`config.mk`:
```
export PLATFORM = sky130hd
export DESIGN_NAME = oneshot_seq
export DESIGN_NICKNAME = d
export VERILOG_FILES = /design/src/rtl/oneshot_seq.sv
export SDC_FILE = /design/constraint.sdc
export NUM_CORES = 1
export LEC_CHECK = 0
export BUFFER_PORTS_ARGS = -buffer_cell sky130_fd_sc_hd__buf_4
export CAP_MARGIN = 20
export CORE_AREA = 2 2 39 41
export CTS_CLUSTER_DIAMETER = 60
export DETAILED_ROUTE_END_ITERATION = 6
export DIE_AREA = 0 0 41 43
export MAX_ROUTING_LAYER = met4
export SETUP_SLACK_MARGIN = 0.2
export SLEW_MARGIN = 10
export SYNTH_ARGS = -nofsm -noshare
export SYNTH_HDL_FRONTEND = slang
export SYNTH_SLANG_ARGS = --single-unit
```
`constraint.sdc`:
```
create_clock -name clk -period 1.45 [get_ports clk]
set_input_delay 0.0725 -clock clk [delete_from_list [all_inputs] [get_ports clk]]
set_output_delay 0.0725 -clock clk [all_outputs]
set_load 0.01 [all_outputs]
```
`src/rtl/oneshot_seq.sv`:
```
module oneshot_seq #(
  parameter int ADDR_W   = 8,
  parameter int DATA_W   = 8,
  parameter logic [ADDR_W-1:0] TRIG_ADDR = 8'h0F,
  parameter logic [ADDR_W-1:0] CFG_ADDR  = 8'h03,
  parameter int STBY_BIT = 6
) (
  input  logic              clk,
  input  logic              rst_n,
  input  logic              wr_en,
  input  logic              rd_en,
  input  logic [ADDR_W-1:0] addr,
  input  logic [DATA_W-1:0] wdata,
  output logic [DATA_W-1:0] rdata,
  input  logic              sched_tick,
  input  logic              conv_done,
  output logic              conv_start,
  output logic              busy,
  output logic              done
);

  typedef enum logic [1:0] {S_CONT = 2'd0, S_STBY = 2'd1, S_CONV = 2'd2} state_t;

  state_t state;
  logic   stby_q;
  logic   trig_wr, cfg_wr, go;

  assign trig_wr = wr_en && (addr == TRIG_ADDR);
  assign cfg_wr  = wr_en && (addr == CFG_ADDR);
  assign go      = (state == S_STBY && stby_q && trig_wr) ||
                   (state == S_CONT && !stby_q && sched_tick);
  assign busy    = (state == S_CONV);

  always_ff @(posedge clk) begin
    if (!rst_n) begin
      state      <= S_CONT;
      stby_q     <= 1'b0;
      conv_start <= 1'b0;
      done       <= 1'b0;
      rdata      <= '0;
    end else begin
      conv_start <= go;
      if (cfg_wr) stby_q <= wdata[STBY_BIT];
      if (go) done <= 1'b0;
      else if (busy && conv_done) done <= 1'b1;
      rdata <= '0;
      if (rd_en && addr == CFG_ADDR) rdata[STBY_BIT] <= stby_q;
      unique case (state)
        S_CONT: if (stby_q) state <= S_STBY;
                else if (go) state <= S_CONV;
        S_STBY: if (!stby_q) state <= S_CONT;
                else if (go) state <= S_CONV;
        S_CONV: if (conv_done) state <= stby_q ? S_STBY : S_CONT;
        default: state <= S_CONT;
      endcase
    end
  end

  AST_BUSY_HOLDS: assert property (@(posedge clk) disable iff (!rst_n)
    busy && !conv_done |=> busy);
  AST_DONE_ENDS_BUSY: assert property (@(posedge clk) disable iff (!rst_n)
    busy && conv_done |=> !busy && done);
  AST_START_PULSE: assert property (@(posedge clk) disable iff (!rst_n)
    conv_start |=> !conv_start);
  AST_START_FROM_FREE: assert property (@(posedge clk) disable iff (!rst_n)
    conv_start |-> busy && $past(state != S_CONV));
  AST_TRIG_READS_ZERO: assert property (@(posedge clk) disable iff (!rst_n)
    rd_en && addr == TRIG_ADDR |=> rdata == '0);
  AST_STBY_NO_SELF_START: assert property (@(posedge clk) disable iff (!rst_n)
    state == S_STBY && !trig_wr |=> !conv_start);
  AST_CONT_IGNORES_TRIG: assert property (@(posedge clk) disable iff (!rst_n)
    state == S_CONT && !sched_tick |=> !conv_start);

endmodule

```
==> impl_metrics.yaml, run 1 <==
outcome:
  status: "completed"
placed_design:
  gp_congestion: 0.698
  port_buffers: 18
  hpwl_um: 601
clock_tree:
  cts_resized: 0
  clkTransAtPathRegs_ns: 0.05
  root_buffer: "clkbuf_4"
  post_cts_buffers: 0
  cts.sinks: 6
  clockBufferDepth: 2
  hold_buffers: 0
  htree_levels: 1
  cts_tree: "yes"
  insertion_delay_ns: 0.24
  numCtsBuffers: 3
detailed_routing:
  ant_nets: 0
  drcViolationCount: 0
  vias: 304
  routedWlPerCell_um: 9.53
  firstDrtPassIters: 1
  drt_iter0_drc: 0
  avgViaCountPerCell: 4.16
  wl_um: 696
yosys:
  synth_async_sr_flop_share_pct: 0
  yosys.area_share.simple_pct: 34.8
  ys_ff_latch: 6
  synthXorXnorAreaFrac_pct: 0
  synth_enable_flop_cells: 0
  ys_seq_area_share_pct: 36.4
  yosys.area.top_type: "dfxtp_1"
  synth_top_cell_area_share_pct: 36.4
  yosys.area_share.adder_pct: 0
  synth_top_family_by_area: "simple AND/OR/NAND/NOR gates"
  synthTopCellsByArea: "dfxtp_1, buf_4, nor2b_1, and4bb_1, and4_4"
  postSynthCellCount: 37
  synth_compound_area_share_pct: 8.71
  synthFlopType: "dfxtp_1"
  synth_mux_area_share_pct: 3.03
  syn_area_per_cell_um2: 8.93
  ys_warn_count: 0
  synthesis.area_um2: 330
  synth.distinct_cells: 20
worst_setup_path:
  path_cells: "nor4b_1, o31a_1"
  required_ns: 1.63
  cp.arrival_ns: 1.31
  cp-start-kind: "register"
  r2r_setup_slack_ns: 0.32
  worst_path_largest_cell_delay_ns: 0.54
  worst_r2r_path_depth: 2
  crit_slowest_cell: "nor4b_1"
  end_kind: "register"
  criticalPathCategory: "register to register"
  crit_fanout: 4
floorplan:
  die_w_um: 41
  dieArea_mm2: 0.00176
  pin_count: 33
  rows: 14
  core_mm2: 0.00138
  die_h_um: 43
  start_util_pct: 23.9
power:
  seqPwrFrac_pct: 44.9
  switching_share_pct: 22.0
  leakage_nw: 0.233
  p_sw_mw: 0.0850
  comb_power_share_pct: 16.8
  peakVddDrop_uv: 354
  internal_power_mw: 0.302
  p_clk_share_pct: 38.3
  powerDensity_mw_per_mm2: 809
sta:
  slew_viol_final: 0
  finClkSkew_ns: 0.00583
  max_slew.worst_pin.slew_ns: 0.556
  period_needed_ns: 1.13
  fmax_ghz: 0.883
  hold_slack_ns: 0.0802
  setup_viol: 0
  finalHoldViolations: 0
  period_share_pct: 78.1
  relSlewSlack_pct: 62.4
  rsz0062_at_grt: "false"
  setup_tns_ns: 0
worst_hold_path:
  whs_path_depth: 3
  hold_class: "input port to register"
global_route:
  grt_pass1_wl_mm: 1.12
  grt_pass1_vias: 298
  grt_start_max_net_pins: 7
  track_usage_pct: 10.1
  antenna_found_initial: 0
  grt-ovfl-total: 0
layout:
  synthToLayoutAreaGrowth_pct: 44.7
  antennaDiodeCount: 0
  nets: 81
  layout-drive-gt1-share_pct: 38.6
flow_run:
  maxCapViolCount: 0
-- critical path, delay by kind of cell (launching register included) --
family | cells | cell delay [ns]
simple gates | 1 | 0.54
flops | 1 | 0.33
compound gates | 1 | 0.21
-- cell families (layout without fill, tap and decap cells) --
kind of cell,after synthesis,after routing
other,1,7
buffers and inverters,7,21
AOI/OAI and AO/OA,4,4
and+or+nand+nor,18,18
muxes,1,1
DFF,6,6
-- placed cells by master (no fill, tap or decap), types with 2 or more instances in the layout --
cell type  instances
nor2b_1            3
buf_4             18
clkbuf_4           3
nand2_1            3
conb_1             7
nand3_1            2
nor2_1             2
dfxtp_1            6
-- final timing paths --
kind,startpoint,endpoint
hold / removal,rd_en,rdata[6]
hold reg to reg,stby_q,rdata[6]
setup / recovery,stby_q,state[1]
setup reg to reg,stby_q,state[1]
-- cell usage after synthesis (2+ instances only) --
master,count
nand3_1,2
buf_4,7
nand2_1,3
dfxtp_1,6
nor2b_1,3
nor2_1,2
-- power groups by stage --
stage	clock network (mW)	logic [mW]	registers [mW]
2_1_floorplan	0	0.0370	0.177
3_5_place_dp	0	0.0654	0.176
3_3_place_gp	0	0.0645	0.176
4_1_cts	0.158	0.0657	0.173
5_1_grt	0.164	0.0718	0.174
6_report	0.148	0.0650	0.173
-- sequential cells by signal (all words and copies together) (netlist names) --
name / count
done: 1
rdata: 1
state: 2
conv_start: 1
stby_q: 1
-- layout make-up --
type | instances | area (µm²)
clock buffer | 3 | 22.5
fill | 146 | 906
multi-input combinational | 30 | 180
tap | 16 | 20.0
timing repair buffer | 18 | 135
sequential | 6 | 120
-- routing by layer --
metal,track usage [%],share of wire [%]
met2,15.6,53
met5,-,0
met1,9.65,37
met4,2.00,0
met3,7.85,10
-- through the flow --
step / setup slack, ns / cells / area [µm²] / power, mW / utilization, %
floorplan: 0.421 / 43 / 353 / 0.214 / -
global placement: 0.359 / 70 / 455 / 0.241 / 32.9
detailed placement: 0.329 / 70 / 455 / 0.242 / 32.9
CTS: 0.312 / 73 / 478 / 0.397 / 34.5
global route: 0.267 / 73 / 478 / 0.410 / 34.5
finish: 0.318 / 73 / 478 / 0.387 / 34.5
Note: power is estimated with default switching activity, not from simulation.
==> run 2: changes to the inputs <==
Settings changed: ABC_AREA set to 1.
Clock period 1.45 ns to 1.1 ns, I/O delays scaled along.
==> run 2 against run 1 <==
Setup slack lost 0.11 ns. Clock power grew 36%. Area after synthesis grew 4.5%. Non-clock buffer count is the same. Sequential share of layout area shrank 0.50 points. Count of clock-buffer cells in the layout is the same. Clock skew shrank 0.0044 ns. Register-to-register slack lost 0.08 ns. Critical path depth grew 1. Critical path type is now register to output port. Largest cell class unchanged.
==> impl_metrics.yaml, run 2 <==
outcome:
  status: "completed"
yosys:
  synth_compound_area_share_pct: 4.35
  ys_seq_area_share_pct: 34.8
  ys_top_cells_by_count: "nand2_1, nor2_1, buf_4"
  synth_async_sr_flop_share_pct: 0
  synthFlopType: "dfxtp_1"
  ys_ff_latch: 6
  yosys.area.top_type: "dfxtp_1"
  yosysMostFrequentCell: "nand2_1"
  synthTopCellsByArea: "dfxtp_1, buf_4, nand2_1, nor2_1, nand3_1"
  synth_top_family_by_area: "simple AND/OR/NAND/NOR gates"
  syn_area_per_cell_um2: 6.64
  yosys.area_share.simple_pct: 39.1
  synth_mux_area_share_pct: 0
  synth_enable_flop_cells: 0
  synthesis.area_um2: 345
  postSynthCellCount: 52
  yosys.area_share.adder_pct: 0
  synth.distinct_cells: 14
  synthXorXnorAreaFrac_pct: 0
  synth_top_cell_area_share_pct: 34.8
  ys_warn_count: 0
detailed_routing:
  drcViolationCount: 0
  routedWlPerCell_um: 7.77
  avgViaCountPerCell: 4.06
  vias: 357
  firstDrtPassIters: 4
  ant_nets: 0
  wl_um: 684
  drt_iter0_drc: 6
sta:
  finalHoldViolations: 0
  finalWorstSetupSlack_ns: 0.205
  setup_tns_ns: 0
  fmax_ghz: 1.12
  slew_viol_final: 0
  period_share_pct: 81.4
  period_needed_ns: 0.895
  finClkSkew_ns: 0.00141
  rsz0062_at_grt: "true"
  setup_viol: 0
layout:
  final_common_cell: "buf_4"
  antennaDiodeCount: 0
  layout-drive-gt1-share_pct: 40.3
  largest-register: "state"
  final_cell_mix: "buf_4, nand2_1, nor2_1, conb_1, nand3_1"
  synthToLayoutAreaGrowth_pct: 48.6
  largest_reg_flops: 2
  nets: 96
  final_core_util_pct: 37.1
  postLayoutCellArea_um2: 513
worst_setup_path:
  cp-start-kind: "register"
  criticalPathCategory: "register to output port"
  worstReg2RegEnd: "state[1]"
  crit_fanout: 4
  worst_r2r_path_depth: 7
  cp.arrival_ns: 0.84
  rr_startpoint: "state[1]"
  end_kind: "output port"
  crit_start: "state[1]"
  r2r_setup_slack_ns: 0.24
  required_ns: 1.04
clock_tree:
  post_cts_buffers: 0
  numCtsBuffers: 3
  clkTransAtPathRegs_ns: 0.05
  cts.sinks: 6
  insertion_delay_ns: 0.24
  htree_levels: 1
  cts_tree: "yes"
  clockBufferDepth: 2
  root_buffer: "clkbuf_4"
floorplan:
  die_h_um: 43
  die_w_um: 41
  start_util_pct: 25.0
  core_mm2: 0.00138
  pin_count: 33
  rows: 14
  dieArea_mm2: 0.00176
global_route:
  track_usage_pct: 10.0
  grt_pass1_vias: 327
  antenna_found_initial: 0
  grt-ovfl-total: 0
  grt_start_max_net_pins: 7
  grt_pass1_wl_mm: 1.17
power:
  peakVddDrop_uv: 386
  powerDensity_mw_per_mm2: 1040
  leakage_nw: 0.256
worst_hold_path:
  whs_path_depth: 3
  hold_class: "input port to register"
  holdCritStartpoint: "rst_n"
  holdPathEnd: "conv_start"
placed_design:
  postPlaceCellArea_um2: 470
  gp_congestion: 0.703
  dpl_worst_slack_ns: 0.190
  hpwl_um: 589
  port_buffers: 18
flow_run:
  maxCapViolCount: 0
## run 2: cell count changes in the layout (fill, tap and decap cells not counted), moves of 2 or more
cell / before / now
nor2b_1: 3 / 0
nor2_2: 0 / 2
dfxtp_2: 0 / 2
nand2_1: 3 / 11
nor2_1: 2 / 7
a21oi_1: 0 / 2
dfxtp_1: 6 / 3
inv_1: 0 / 4
nand3_1: 2 / 5
## run 2: report_power, final
part	internal (mW)	total (mW)	switching [mW]
clock network	0.123	0.201	0.0775
registers	0.223	0.228	0.00424
logic	0.0539	0.103	0.0494
total	0.401	0.532	0.131
## run 2: worst max path at each step
stage	to	slack (ns)	depth (start not counted)
floorplan	state[0]	0.21	5
global placement	state[1]	0.20	6
detailed placement	state[1]	0.19	6
CTS	busy	0.19	3
global route	busy	0.16	3
finish	busy	0.20	3
## run 2: what timing repair did
action / CTS / global route
endpoints found under the setup margin: 4 / 4
pin swaps: 0 / 1
resized for setup: 5 / 3
hold buffers: 0 / 0
## run 2: area by class of cell
type                            count  area, µm²
Clock buffer                        3       22.5
Fill cell                         153        871
Inverter                            5       21.3
Multi-Input combinational cell     40        184
Sequential cell                     6        126
Tap cell                           16       20.0
Timing Repair Buffer               18        139
## run 2: worst max-delay path: stages, from the launching register on
cell	delay (ns)
dfxtp_2	0.34
inv_4	0.05
nor2_4	0.10
buf_6	0.11
## run 2: per-layer routing
| metal | vias to the layer above | GRT usage (%) | wire length [µm] |
|---|---|---|---|
| met5 | - | - | 0 |
| met4 | 0 | 8.00 | 0 |
| li1 | 191 | - | - |
| met1 | 154 | 11.0 | 272 |
| met3 | 0 | 1.57 | 43 |
| met2 | 12 | 15.0 | 368 |
## run 2: cells by family after synthesis
logic type / Yosys count
compound gates: 3
buf+inv: 12
flops: 6
other cells: 1
simple gates: 30
## run 2: metrics by stage
stage               std cells  hold slack (ns)  total power, mW
CTS                        88           0.0614            0.535
detailed placement         85            0.311            0.330
finish                     88           0.0629            0.532
floorplan                  58            0.171            0.291
global route               88           0.0607            0.568
global placement           85            0.314            0.329
==> run 3: changes to the inputs <==
Settings changed: ABC_AREA 1 to 0.
Clock period 1.1 ns to 0.9 ns, I/O delays scaled along.
==> run 3 against run 2 <==
The run now ends with setup timing left. Clock skew rose by 0.00080 ns. Sequential power rose by 22%. Cell area grew 12%. Register-to-register slack lost 0.34 ns. Total power rose by 25%. Critical path type is now register to register. Largest cell class unchanged. Largest power group unchanged.
==> impl_metrics.yaml, run 3 (same netlist as run 1, synthesis figures left out) <==
layout:
  fill_cells: 139
  antennaDiodeCount: 0
  multiInputGateArea_um2: 218
  synthToLayoutAreaGrowth_pct: 74.6
  largest_reg_flops: 2
  largest-register: "state"
  final_common_cell: "buf_4"
  nets: 84
  final_cell_mix: "buf_4, conb_1, buf_6"
  register_area_um2: 133
  final_core_util_pct: 41.7
  layout-drive-gt1-share_pct: 61.7
clock_tree:
  numCtsBuffers: 3
  clockBufferDepth: 2
  clkTransAtPathRegs_ns: 0.05
  cts_tree: "yes"
  cts.sinks: 6
  hold_buffers: 0
  insertion_delay_ns: 0.24
  htree_levels: 1
  root_buffer: "clkbuf_4"
detailed_routing:
  firstDrtPassIters: 2
  drt_iter0_drc: 1
  avgViaCountPerCell: 4.18
  wl_um: 749
  vias: 318
  ant_nets: 0
  routedWlPerCell_um: 9.86
  drcViolationCount: 0
floorplan:
  dieArea_mm2: 0.00176
  die_h_um: 43
  start_util_pct: 23.9
  die_w_um: 41
  pin_count: 33
  core_mm2: 0.00138
  rows: 14
outcome:
  status: "finished, violations left"
  violations: "setup timing"
worst_setup_path:
  worst_path_largest_cell_delay_ns: 0.36
  crit_slowest_cell: "dfxtp_4"
  cp-start-kind: "register"
  required_ns: 1.03
  criticalPathCategory: "register to register"
  cp_top_family: "flip-flops"
  crit_fanout: 5
  end_kind: "register"
  path_cells: "and4_1, and4_4, o31a_1"
  cp.arrival_ns: 1.13
  crit_buf_inv: 0
power:
  seqPwrFrac_pct: 41.8
  switching_share_pct: 24.1
  power.total_mw: 0.667
  peakVddDrop_uv: 531
  internal_power_mw: 0.506
  p_clk_share_pct: 37.7
  leakage_nw: 0.272
  comb_power_share_pct: 20.5
  powerDensity_mw_per_mm2: 1160
  p_sw_mw: 0.160
sta:
  setup_tns_ns: -0.322
  setup_viol: 5
  hold_slack_ns: 0.0411
  fmax_ghz: 0.999
  finalWorstSetupSlack_ns: -0.101
  rsz0062_at_grt: "true"
  period_share_pct: 111
  period_needed_ns: 1.00
  slew_viol_final: 0
  finalHoldViolations: 0
  finClkSkew_ns: 0.00221
placed_design:
  gp_congestion: 0.710
  dpl_worst_slack_ns: -0.0745
  port_buffers: 18
global_route:
  grt_pass1_wl_mm: 1.27
  track_usage_pct: 11.4
  grt-ovfl-total: 0
  antenna_found_initial: 0
  grt_pass1_vias: 336
  grt_start_max_net_pins: 7
worst_hold_path:
  hold_class: "input port to register"
flow_run:
  maxCapViolCount: 0
-- run 3: final timing paths --
check / depth (start not counted) / end / slack, ns / startpoint
max: 3 / state[1] / -0.10 / state[0]
min: 3 / rdata[6] / 0.04 / rd_en
max reg2reg: 3 / state[1] / -0.10 / state[0]
min reg2reg: 2 / state[0] / 0.54 / state[1]
-- run 3: through the flow --
| step | area (µm²) | instances |
|---|---|---|
| 2_1_floorplan | 377 | 43 |
| 3_3_place_gp | 494 | 72 |
| 3_5_place_dp | 494 | 72 |
| 4_1_cts | 548 | 76 |
| 5_1_grt | 577 | 76 |
| 6_report | 577 | 76 |
-- run 3: layout make-up --
cell class                      count  area share (%)
Clock buffer                        3            3.90
Multi-Input combinational cell     30            37.7
Sequential cell                     6            23.0
Tap cell                           16            3.47
Timing Repair Buffer               21            31.9
-- run 3: routing by layer --
| layer | vias to the layer above | part of all wire (%) | routed length [µm] | track usage (%) |
|---|---|---|---|---|
| li1 | 164 | - | - | - |
| met3 | 0 | 8.9 | 67 | 7.85 |
| met5 | - | 0 | 0 | - |
| met1 | 141 | 40 | 300 | 10.6 |
| met4 | 0 | 0 | 0 | 6.00 |
| met2 | 13 | 51 | 381 | 16.9 |
-- run 3: power by group through the flow --
| stage | clock, mW | combinational [mW] | sequential (mW) |
|---|---|---|---|
| after floorplan | 0 | 0.0647 | 0.287 |
| after global placement | 0 | 0.117 | 0.286 |
| final | 0.252 | 0.137 | 0.279 |
| after detailed placement | 0 | 0.116 | 0.286 |
| after CTS | 0.266 | 0.130 | 0.281 |
| after global routing | 0.285 | 0.150 | 0.279 |
-- run 3: repair_timing --
action / CTS / global route
endpoints found under the setup margin: 9 / 9
gates resized for setup: 8 / 9
setup buffers: 1 / 0
pin swaps: 0 / 5
-- run 3: worst min-delay path, stage by stage --
cell and delay, ns:
buf_4 0.11, nand3_1 0.07, nor2_1 0.03
